[src/rtl/ptmr_pkg.sv]
package ptmr_pkg;

   localparam int unsigned CTRL_W = 10;

   typedef enum logic [1:0] {
      ADDR_COUNT  = 2'd0,
      ADDR_CTRL   = 2'd1,
      ADDR_CMP    = 2'd2,
      ADDR_UNUSED = 2'd3
   } reg_sel_e;

   // control word bit positions
   localparam int unsigned B_HALT     = 0;
   localparam int unsigned B_WRAP_CMP = 3;
   localparam int unsigned B_IE_CMP   = 4;
   localparam int unsigned B_IE_ROLL  = 5;
   localparam int unsigned B_REPEAT   = 6;
   localparam int unsigned B_SRC_EXT  = 8;
   localparam int unsigned B_SRC_DIV  = 9;
   localparam int unsigned B_ST_ANY   = 10;
   localparam int unsigned B_ST_CMP   = 11;
   localparam int unsigned B_ST_ROLL  = 12;

   typedef struct packed {
      logic any;
      logic cmp;
      logic roll;
   } ptmr_status_t;

endpackage

[src/rtl/ptmr_tick_sel.sv]
module ptmr_tick_sel #(
   parameter int unsigned UNIT_IDX = 2,
   parameter int unsigned PRE_DIV  = 8
) (
   input  logic clk,
   input  logic rst_n,
   input  logic restart,
   input  logic halt,
   input  logic src_ext,
   input  logic src_div,
   input  logic pix_tick,
   input  logic line_tick,
   output logic tick
);
   localparam int unsigned PW = (PRE_DIV > 1) ? $clog2(PRE_DIV) : 1;

   logic div_tick;

   if (PRE_DIV < 2) begin : g_bad_div
      $error("ptmr_tick_sel: PRE_DIV must be at least 2");
   end
   if (UNIT_IDX > 2) begin : g_bad_idx
      $error("ptmr_tick_sel: UNIT_IDX must be 0, 1 or 2");
   end

   if (UNIT_IDX == 2) begin : g_prescale
      logic [PW-1:0] pre_q;
      always_ff @(posedge clk) begin
         if (!rst_n || restart) begin
            pre_q <= '0;
         end else if (pre_q == PW'(PRE_DIV - 1)) begin
            pre_q <= '0;
         end else begin
            pre_q <= pre_q + 1'b1;
         end
      end
      assign div_tick = (pre_q == PW'(PRE_DIV - 1));
   end else begin : g_no_prescale
      assign div_tick = 1'b0;
   end

   always_comb begin
      if (UNIT_IDX == 0) begin
         tick = src_ext ? pix_tick : 1'b1;
      end else if (UNIT_IDX == 1) begin
         tick = src_ext ? line_tick : 1'b1;
      end else begin
         tick = halt ? 1'b0 : (src_div ? div_tick : 1'b1);
      end
   end

endmodule

[src/rtl/ptmr_count_core.sv]
module ptmr_count_core #(
   parameter int unsigned CW = 16
) (
   input  logic          clk,
   input  logic          rst_n,
   input  logic          clear,
   input  logic          load,
   input  logic [CW-1:0] load_val,
   input  logic          tick,
   input  logic          wrap_cmp,
   input  logic [CW-1:0] cmp_val,
   output logic [CW-1:0] count,
   output logic          cmp_hit,
   output logic          roll_hit
);
   localparam logic [CW-1:0] ALL_ONES = '1;

   logic advance;
   logic at_cmp;
   logic at_top;
   logic [CW-1:0] cnt_q;

   assign advance  = tick && !clear && !load;
   assign at_cmp   = (cnt_q == cmp_val);
   assign at_top   = (cnt_q == ALL_ONES);
   assign cmp_hit  = advance && at_cmp;
   // a compare wrap takes priority over a rollover at the same value
   assign roll_hit = advance && at_top && !(wrap_cmp && at_cmp);

   always_ff @(posedge clk) begin
      if (!rst_n || clear) begin
         cnt_q <= '0;
      end else if (load) begin
         cnt_q <= load_val;
      end else if (advance) begin
         if (wrap_cmp && at_cmp) begin
            cnt_q <= '0;
         end else begin
            cnt_q <= cnt_q + 1'b1;
         end
      end
   end

   assign count = cnt_q;

endmodule

[src/rtl/ptmr_event_ctl.sv]
module ptmr_event_ctl
   import ptmr_pkg::*;
(
   input  logic         clk,
   input  logic         rst_n,
   input  logic         ctrl_wr,
   input  logic         ctrl_rd,
   input  logic         cmp_hit,
   input  logic         roll_hit,
   input  logic         ie_cmp,
   input  logic         ie_roll,
   input  logic         repeat_en,
   output ptmr_status_t status,
   output logic         irq
);
   ptmr_status_t st_q;
   logic         armed_q;
   logic         irq_q;
   logic         want;
   logic         fire;

   assign want = (cmp_hit && ie_cmp) || (roll_hit && ie_roll);
   assign fire = want && (repeat_en || armed_q);

   always_ff @(posedge clk) begin
      if (!rst_n || ctrl_wr) begin
         st_q <= '0;
      end else begin
         st_q.cmp  <= cmp_hit  || (st_q.cmp  && !ctrl_rd);
         st_q.roll <= roll_hit || (st_q.roll && !ctrl_rd);
         st_q.any  <= st_q.any || cmp_hit || roll_hit;
      end
   end

   always_ff @(posedge clk) begin
      if (!rst_n) begin
         armed_q <= 1'b1;
         irq_q   <= 1'b0;
      end else begin
         irq_q <= fire;
         if (ctrl_wr) begin
            armed_q <= 1'b1;
         end else if (fire) begin
            armed_q <= 1'b0;
         end
      end
   end

   assign status = st_q;
   assign irq    = irq_q;

endmodule

[src/rtl/prog_timer16.sv]
module prog_timer16
   import ptmr_pkg::*;
#(
   parameter int unsigned CW       = 16,
   parameter int unsigned UNIT_IDX = 2,
   parameter int unsigned PRE_DIV  = 8
) (
   input  logic          clk,
   input  logic          rst_n,
   input  logic          reg_wr,
   input  logic          reg_rd,
   input  logic [1:0]    reg_addr,
   input  logic [CW-1:0] reg_wdata,
   output logic [CW-1:0] reg_rdata,
   input  logic          pix_tick,
   input  logic          line_tick,
   output logic          irq
);
   if (CW < 13) begin : g_bad_cw
      $error("prog_timer16: CW must hold the status bits (>= 13)");
   end

   logic [CTRL_W-1:0] ctrl_q;
   logic [CW-1:0]     cmp_q;
   logic [CW-1:0]     cnt_q;
   logic              ctrl_wr;
   logic              ctrl_rd;
   logic              cnt_wr;
   logic              cmp_wr;
   logic              tick;
   logic              cmp_hit;
   logic              roll_hit;
   ptmr_status_t      status;
   logic [CW-1:0]     ctrl_view;

   assign ctrl_wr = reg_wr && (reg_addr == ADDR_CTRL);
   assign cnt_wr  = reg_wr && (reg_addr == ADDR_COUNT);
   assign cmp_wr  = reg_wr && (reg_addr == ADDR_CMP);
   assign ctrl_rd = reg_rd && (reg_addr == ADDR_CTRL);

   always_ff @(posedge clk) begin
      if (!rst_n) begin
         ctrl_q <= '0;
         cmp_q  <= '0;
      end else begin
         if (ctrl_wr) ctrl_q <= reg_wdata[CTRL_W-1:0];
         if (cmp_wr)  cmp_q  <= reg_wdata;
      end
   end

   ptmr_tick_sel #(
      .UNIT_IDX (UNIT_IDX),
      .PRE_DIV  (PRE_DIV)
   ) u_tick (
      .clk       (clk),
      .rst_n     (rst_n),
      .restart   (ctrl_wr),
      .halt      (ctrl_q[B_HALT]),
      .src_ext   (ctrl_q[B_SRC_EXT]),
      .src_div   (ctrl_q[B_SRC_DIV]),
      .pix_tick  (pix_tick),
      .line_tick (line_tick),
      .tick      (tick)
   );

   ptmr_count_core #(
      .CW (CW)
   ) u_core (
      .clk      (clk),
      .rst_n    (rst_n),
      .clear    (ctrl_wr),
      .load     (cnt_wr),
      .load_val (reg_wdata),
      .tick     (tick),
      .wrap_cmp (ctrl_q[B_WRAP_CMP]),
      .cmp_val  (cmp_q),
      .count    (cnt_q),
      .cmp_hit  (cmp_hit),
      .roll_hit (roll_hit)
   );

   ptmr_event_ctl u_evt (
      .clk       (clk),
      .rst_n     (rst_n),
      .ctrl_wr   (ctrl_wr),
      .ctrl_rd   (ctrl_rd),
      .cmp_hit   (cmp_hit),
      .roll_hit  (roll_hit),
      .ie_cmp    (ctrl_q[B_IE_CMP]),
      .ie_roll   (ctrl_q[B_IE_ROLL]),
      .repeat_en (ctrl_q[B_REPEAT]),
      .status    (status),
      .irq       (irq)
   );

   always_comb begin
      ctrl_view                 = '0;
      ctrl_view[CTRL_W-1:0]     = ctrl_q;
      ctrl_view[B_ST_ANY]       = status.any;
      ctrl_view[B_ST_CMP]       = status.cmp;
      ctrl_view[B_ST_ROLL]      = status.roll;
   end

   always_comb begin
      unique case (reg_addr)
         ADDR_COUNT: reg_rdata = cnt_q;
         ADDR_CTRL:  reg_rdata = ctrl_view;
         ADDR_CMP:   reg_rdata = cmp_q;
         default:    reg_rdata = '0;
      endcase
   end

endmodule

[config.mk]
export PLATFORM = sky130hd
export DESIGN_NAME = prog_timer16
export DESIGN_NICKNAME = d
export VERILOG_FILES = /design/src/rtl/ptmr_pkg.sv /design/src/rtl/ptmr_tick_sel.sv /design/src/rtl/ptmr_count_core.sv /design/src/rtl/ptmr_event_ctl.sv /design/src/rtl/prog_timer16.sv
export SDC_FILE = /design/constraint.sdc
export NUM_CORES = 1
export LEC_CHECK = 0
export ABC_AREA = 1
export ABC_CLOCK_PERIOD_IN_PS = 2050
export BUFFER_PORTS_ARGS = -buffer_cell sky130_fd_sc_hd__clkbuf_2
export CAP_MARGIN = 40
export CORE_ASPECT_RATIO = 1.2
export CORE_MARGIN = 4
export CORE_UTILIZATION = 49
export DETAILED_ROUTE_END_ITERATION = 10
export PLACE_DENSITY = 0.7
export RECOVER_POWER = 25
export SETUP_SLACK_MARGIN = 0.4
export SLEW_MARGIN = 20
export SYNTH_ARGS = -nofsm -noshare
export SYNTH_HDL_FRONTEND = slang
export SYNTH_SLANG_ARGS = --single-unit
[constraint.sdc]
create_clock -name clk -period 2.05 [get_ports clk]
set_clock_uncertainty 0.15 [all_clocks]
set_input_delay 0.205 -clock clk [delete_from_list [all_inputs] [get_ports clk]]
set_output_delay 0.205 -clock clk [all_outputs]
set_load 0.02 [all_outputs]
# --- Yosys cells after proc, flatten, opt, wreduce, memory -nomap -nowiden ---
# Cells that the tools add are included.
word_totals:
  register_bits: 50
  in_bits: 24
  wordCells: 54
  out_inout_bits: 17
classes:
  muxes: 6
  eq_ne: 5
  add_sub_neg: 2
  n_reduce_logical: 31
  bitwise: 1
ops:
  columns: ["cell", "n"]
  rows:
  - ["16-bit 2-to-1 mux", 3]
  - ["16-bit case mux with 3 select lines", 1]
  - ["16-bit by 1-bit adder with 16-bit output (second input constant)", 1]
  - ["16-bit == test", 1]
  - ["16-bit == test (second input constant)", 1]
  - ["1-bit logical AND", 15]
  - ["1-bit logical OR", 7]
  - ["1-bit zero test", 5]
  - ["2-bit OR reduction", 2]
  - ["3-bit by 1-bit adder with 3-bit output (second input constant)", 1]
  - ["3-bit == test (second input constant)", 1]
  - ["2-bit by 1-bit == test with 1-bit output (second input constant)", 1]
  - ["2-bit == test (second input constant)", 1]
  - ["2-bit zero test", 1]
  - ["1-bit 2-to-1 mux", 2]
  - ["2-bit nonzero test", 1]
  - ["1-bit NOT", 1]

# --- Longest topological paths before layout ---
# Gate-level depths: netlist (run 1).
logic_depth:
  ltp_word: 10
  mapped_depth: 11
  mapped_depth_nobuf: 11

# --- Cells and area by module ---
# Synthesis (run 1) repeated with hierarchy kept, for this count alone.
unflattened:
  cells_unflattened: 541
  area_unflattened_um2: 3174.3
modules_own_cells:
  columns: ["module", "seq_area_each_um2", "n_inst", "cells_per_inst", "area_each_um2"]
  rows:
  - ["ptmr_count_core", 320.3, 1, 278, 1527.7]
  - ["prog_timer16", 520.5, 1, 224, 1345.0]
  - ["ptmr_event_ctl", 100.1, 1, 25, 181.4]
  - ["ptmr_tick_sel", 60.1, 1, 14, 120.1]

# --- Worst setup path before layout (run 1) ---
# Ideal clock, no wire load.
synth_path:
  path_kind: "register -> register"
  from: "register u_tick.g_prescale.pre_q[0]"
  to: "register u_evt.armed_q"
  setup_time_ns: 0.113
  period_less_slack_ns: 1.641
  path_slack_ns: 0.409
  path_stages_with_launch: 12
  arrival_time_ns: 1.378
  cell_sequence: "dfxtp_1 > ha_1 > ha_1 > inv_1 > a21oi_1 > nand2_2 > nor2_4 > nand2_1 > nor2_1 > nand3_1 > nand3_1 > nand2_1"
synth_between:
  elab_chain_len: 10
  word_cells_on_any_way: 12
  classes_between: "eq/ne (1); mux (2); reduce/logical (9)"
synth_lines:
  columns: ["item", "line", "text"]
  rows:
  - ["start, declared", "ptmr_tick_sel.sv:27", "logic [PW-1:0] pre_q;"]
  - ["start signal, assigned", "ptmr_tick_sel.sv:34", "pre_q <= pre_q + 1'b1;"]
  - ["3-bit == test *", "ptmr_tick_sel.sv:37", "assign div_tick = (pre_q == PW'(PRE_DIV - 1));"]
  - ["1-bit 2-to-1 mux * (2 in series)", "ptmr_tick_sel.sv:48", "tick = halt ? 1'b0 : (src_div ? div_tick : 1'b1);"]
  - ["1-bit logical AND * (2 in series)", "ptmr_count_core.sv:23", "assign advance = tick && !clear && !load;"]
  - ["1-bit logical AND (2 in series)", "ptmr_count_core.sv:28", "assign roll_hit = advance && at_top && !(wrap_cmp && at_cmp);"]
  - ["1-bit logical AND", "ptmr_event_ctl.sv:22", "assign want = (cmp_hit && ie_cmp) || (roll_hit && ie_roll);"]
  - ["1-bit logical OR *", "ptmr_event_ctl.sv:22", null]
  - ["1-bit logical AND *", "ptmr_event_ctl.sv:23", "assign fire = want && (repeat_en || armed_q);"]
  - ["end signal, assigned", "ptmr_event_ctl.sv:37", "armed_q <= 1'b1;"]
  - ["end signal, assigned", "ptmr_event_ctl.sv:42", "armed_q <= 1'b1;"]
  - ["end signal, assigned", "ptmr_event_ctl.sv:44", "armed_q <= 1'b0;"]
  - ["end, declared", "ptmr_event_ctl.sv:17", "logic armed_q;"]
# Every way passes the cells marked *; elsewhere a longest branch is shown, timed or not.
# A chain may end at the register's enable or synchronous reset.

# --- Worst setup path after layout (run 1) ---
# Same ends and word-level chain as after synthesis.

==> reports/results.ini, run 1 <==
[min_path]
min_path_type=input port to flip-flop

[floorplanning]
io_pins=41
row_count=30
fp.dieH_um=92.12
initial_utilization=0.5064
coreArea_mm2=0.005705
dieArea_mm2=0.007194
die_w_um=78.10

[critical_path]
path_class=flip-flop to flip-flop
cp-end-kind=flip-flop
startpoint_type=flip-flop
worst-path-buf-inv=2
worstPathMaxFanout=6
critPathArrivalTime_ps=1810
critPathMostFrequentCell=ha_4
crit_chain=ha_4 -> ha_4 -> inv_2 -> a21oi_2 -> nand2_2 -> nor2_4 -> buf_6 -> nand4_1 -> nand3_1 -> nand2_1
path_delay_family=simple AND/OR/NAND/NOR gates
max_stage_delay_ps=360
required_ps=2100
slowest_stage=dfxtp_2

[power_and_ir_drop]
intPower_mw=1.552
power_per_cell_area_mw_per_mm2=613.2
combPwrFrac=0.218
peakVddDrop_v=0.0004491
p_sw_frac=0.3106
clkPwrFrac=0.311
p_sw_uw=699.4
pwr-share-seq=0.471
p_leak_nw=1.535

[yosys]
synth_ff_type=dfxtp_1
synth_commonest_cells=nand2_1, inv_1, dfxtp_1
ys_top_cells_by_area=dfxtp_1, nand2_1, inv_1, a21oi_1, nand3_1
synth_top_area_frac=0.3465
seq_area_frac_synth=0.3465
avgSynthCellArea_um2=6.478
ys_async_sr_fraction=0
yosysMostFrequentCell=nand2_1
synth_edf_count=0
syn_nets=473
synthDistinctLibCells=27
ys_ff_latch=50
synth_top_area_cell=dfxtp_1
syn_inst=446
syn-cell-area_mm2=0.002889
yosysWarningCount=0

[cts]
clk_path_buf_depth=2
cts_hold_buf=0
clkTransAtPathRegs_ps=100
root_buffer=clkbuf_8
cts_sinks=50
numCtsBuffers=5
cts_tree=done
clk_latency_ps=300
htree_levels=2

[route]
routed_wirelength_um=8569
drcViolationCount=0
vias=3150
viasPerCell=5.403
wl_per_cell_um=14.70
firstDrtPassIters=5
drt_iter0_drc=264
ant_nets=0

[grt]
grt_max_degree=25
gr-total-overflow=0
grt_first_pass_wirelength_um=14020
grt_antenna_before_repair=0
grt_pass1_vias=2919
grt_usage=0.2468

[layout]
final_area_mm2=0.003672
antenna_cells=0
fill_cells=546
nets=529
multiInputGateArea_mm2=0.001729
drive_gt1_frac=0.3002
final-seq-area_mm2=0.001050
area_growth_pct=27.11

[place]
pre_cts_slack_ps=211.3
post_dp_cell_area_mm2=0.003193
port_buffers=38
gp_congestion=0.9111
hpwl_um=5707

[sta]
slew_viol_final=0
slew_headroom=0.2802
final-setup-viol-count=0
finalCritPeriodShare=0.8557
fin_crit_ps=1754
postLayoutSetupSlackWorst_ps=295.7
fmax_ghz=0.5700
tns_ps=0
worst_pin_slew_ps=1080
hold_slack_ps=25.67
rsz0062_at_grt=true
hold_violations=0

[job]
cap_violations=0

[status]
outcome=completed

[what timing repair did]
action                     4_1_cts  5_1_grt
pin swaps                       12       24
resized for setup               38       68
setup endpoints to repair       30       28
buffers inserted                 3        8
cloned                           3        0
[final cells by class]
class                   count  area share
clock buffers               5     0.01874
clock inverters             3     0.01090
inverters                  77     0.08075
multi-input cells         306      0.4709
flip-flops and latches     50      0.2859
well taps                  80     0.02726
repair buffers             62      0.1056
[worst register-to-register path: cells and delay by family (launching register included)]
kind,cells,cell delay [ps]
flip-flops,1,360
buffers and inverters,2,190
AND/OR/NAND/NOR,5,590
adder cells (fa/ha/maj),2,240
AO/OA/AOI/OAI,1,130
[per-stage QoR]
stage,total power [mW],std cells,util
final,2.252,583,0.6436
after global routing,2.365,583,0.6436
after CTS,2.221,575,0.6064
after detailed placement,1.466,561,0.5596
after global placement,1.457,561,0.5596
after floorplan,1.336,446,-
[power groups by stage]
| stage | sequential (mW) | combinational [mW] | clock [mW] |
|---|---|---|---|
| global route | 1.07 | 0.542 | 0.755 |
| detailed placement | 1.07 | 0.391 | 0 |
| global placement | 1.07 | 0.383 | 0 |
| floorplan | 1.07 | 0.270 | 0 |
| CTS | 1.06 | 0.442 | 0.719 |
| finish | 1.06 | 0.491 | 0.699 |
[cells in the final DEF (no fill, tap or decap), types with 5 or more instances in the layout]
| master | n |
|---|---|
| nand2_1 | 100 |
| inv_1 | 61 |
| a21oi_1 | 41 |
| clkbuf_2 | 32 |
| nand3_1 | 28 |
| dfxtp_1 | 27 |
| o21ai_0 | 24 |
| nor2_1 | 23 |
| buf_4 | 23 |
| dfxtp_2 | 15 |
| inv_2 | 13 |
| o221ai_1 | 13 |
| o21ai_1 | 13 |
| xor2_1 | 10 |
| a21oi_2 | 8 |
| dfxtp_4 | 8 |
| nor2_4 | 7 |
| nand2_2 | 7 |
| clkbuf_8 | 5 |
[state kept, by name, indices dropped and copies added, names as in the netlist]
| signal | flops |
|---|---|
| u_evt.irq | 1 |
| u_core.count | 16 |
| ctrl_q | 10 |
| u_evt.armed_q | 1 |
| cmp_q | 16 |
| u_tick.g_prescale.pre_q | 3 |
| u_evt.status | 3 |
[final timing paths]
| check | to | startpoint | slack (ps) | depth (start not counted) |
|---|---|---|---|---|
| worst max-delay path | u_evt.armed_q | u_tick.g_prescale.pre_q[0] | 300 | 10 |
| worst min-delay path | ctrl_q[8] | reg_wdata[8] | 30 | 3 |
| worst max register to register | u_evt.armed_q | u_tick.g_prescale.pre_q[0] | 300 | 10 |
| worst min register to register | ctrl_q[7] | ctrl_q[7] | 310 | 2 |
[cell families after synthesis]
| group | share of synthesized area |
|---|---|
| and+or+nand+nor | 0.2780 |
| AOI/OAI and AO/OA | 0.2031 |
| buffers and inverters | 0.1291 |
| DFF | 0.3465 |
| xor gates and xnor gates | 0.03031 |
| adders and majority gates | 0.01299 |
[routing by layer]
metal	GRT usage	vias to the layer above	wire length, µm
met1	0.3176	1451	3706
met4	0.1254	0	249
li1	-	1560	-
met5	0	-	0
met3	0.03733	21	533
met2	0.3979	118	4080
(Power assumes the default switching activity.)
==> inputs of run 2 (changes only) <==
- CORE_MARGIN: 4 -> 1.5
==> run 2 against run 1 <==
  * Register-to-register slack worse by 40 ps
  * Critical path depth unchanged
  * Global-route usage up 3.1 points
  * Clock power down 13%
  * Utilization down 1.6 points
  * Via count down 1.8%
  * Largest cell class unchanged
==> reports/results.ini, run 2 (synthesized netlist as in run 1, its figures left out) <==
[critical_path]
startpoint_type=flip-flop
timing.rr.end=u_evt.armed_q
rr_worst_depth=10
required_ps=2110
r2r_slack_ps=250
rr_startpoint=u_tick.g_prescale.pre_q[0]
cp-end-kind=flip-flop
worstPathMaxFanout=5
path_class=flip-flop to flip-flop
critPathArrivalTime_ps=1860

[sta]
tns_ps=0
worst_pin_slew_ps=1054
fin_crit_ps=1799
final-setup-viol-count=0
hold_violations=0
slew_headroom=0.2977
fmax_ghz=0.5558
finalCritPeriodShare=0.8776
slew_viol_final=0
postLayoutSetupSlackWorst_ps=250.9
rsz0062_at_grt=true

[min_path]
min_path_type=input port to flip-flop
whs_path_depth=3
min_from=reg_wdata[8]
min_to=ctrl_q[8]

[route]
vias=3092
ant_nets=0
firstDrtPassIters=4
routed_wirelength_um=8523
drt_iter0_drc=268
wl_per_cell_um=14.64
drcViolationCount=0
viasPerCell=5.313

[floorplanning]
initial_utilization=0.5097
dieArea_mm2=0.006368
fp.dieH_um=87.12
coreArea_mm2=0.005668
row_count=30
die_w_um=73.10
io_pins=41

[layout]
antenna_cells=0
nets=528
multiInputGateArea_mm2=0.001658
final_common_cell=nand2_1
area_growth_pct=23.17
drive_gt1_frac=0.2371
fill_cells=543
final-seq-area_mm2=0.001023
layout_common_cells=nand2_1, inv_1, a21oi_1, dfxtp_1

[power_and_ir_drop]
power_per_cell_area_mw_per_mm2=599.5
peakVddDrop_v=0.0004934
p_leak_nw=1.473

[status]
outcome=completed

[cts]
clk_latency_ps=310
root_buffer=clkbuf_8
cts_tree=done
clkTransAtPathRegs_ps=90
htree_levels=2
cts_sinks=50
clk_path_buf_depth=2
numCtsBuffers=5

[grt]
grt_usage=0.2782
grt_first_pass_wirelength_um=13630
gr-total-overflow=0
grt_pass1_vias=2833
grt_antenna_before_repair=0
grt_max_degree=24

[place]
gp_congestion=0.9271
pre_cts_slack_ps=182.3
port_buffers=38
hpwl_um=5918

[job]
cap_violations=0

## run 2: worst max-delay path by stage
stage	slack [ps]	depth (start not counted)	end	startpoint
finish	250	10	u_evt.armed_q	u_tick.g_prescale.pre_q[0]
global placement	210	11	u_evt.armed_q	u_tick.g_prescale.pre_q[0]
CTS	310	11	u_evt.armed_q	u_tick.g_prescale.pre_q[1]
detailed placement	180	11	u_evt.armed_q	u_tick.g_prescale.pre_q[0]
floorplan	410	11	u_evt.armed_q	u_tick.g_prescale.pre_q[0]
global route	160	10	u_evt.armed_q	u_tick.g_prescale.pre_q[1]
## run 2: worst max-delay path, cell delays in order, from the launching register on
cell	delay [ps]
dfxtp_2	360
ha_4	140
ha_4	120
inv_2	30
a21oi_2	110
nand2_2	110
nor2_4	170
buf_6	130
nand4_1	200
nand3_2	130
nand2_1	50
## run 2: where the power goes
group | switching [mW] | internal [mW] | leakage (nW)
logic | 0.297 | 0.170 | 1.01
clock network | 0.332 | 0.273 | 0.0482
registers | 0.0395 | 1.02 | 0.415
## run 2: final cells by class
cell class                      count  area share
Clock buffer                        7     0.02426
Timing Repair Buffer               62      0.1104
Clock inverter                      1    0.001406
Inverter                           77     0.08228
Sequential cell                    50      0.2876
Tap cell                           80     0.02813
Multi-Input combinational cell    305      0.4659
## run 2: repair_timing
| item | 4_1_cts | 5_1_grt |
|---|---|---|
| gates resized for setup | 31 | 37 |
| setup buffers | 5 | 4 |
| hold endpoints to repair | 0 | 0 |
| hold buffers | 0 | 0 |
| gates cloned | 2 | 0 |
| pin swaps | 8 | 7 |
| setup endpoints to repair | 22 | 35 |
## run 2: metrics by stage
| step | power (mW) | std cells | instance area (µm²) | hold slack (ps) | utilization |
|---|---|---|---|---|---|
| 2_1_floorplan | 1.336 | 446 | 2889 | 193.4 | - |
| 3_3_place_gp | 1.461 | 563 | 3208 | 258.1 | 0.5660 |
| 3_5_place_dp | 1.468 | 563 | 3208 | 259.9 | 0.5660 |
| 4_1_cts | 2.110 | 578 | 3440 | 23.49 | 0.6068 |
| 5_1_grt | 2.220 | 582 | 3558 | 47.14 | 0.6278 |
| 6_report | 2.133 | 582 | 3558 | 23.25 | 0.6278 |
## run 2: routing by layer
layer	GRT usage	wire length, µm
met3	0.04051	445
met5	0	0
met2	0.4455	4113
met1	0.3818	3740
met4	0.09091	225
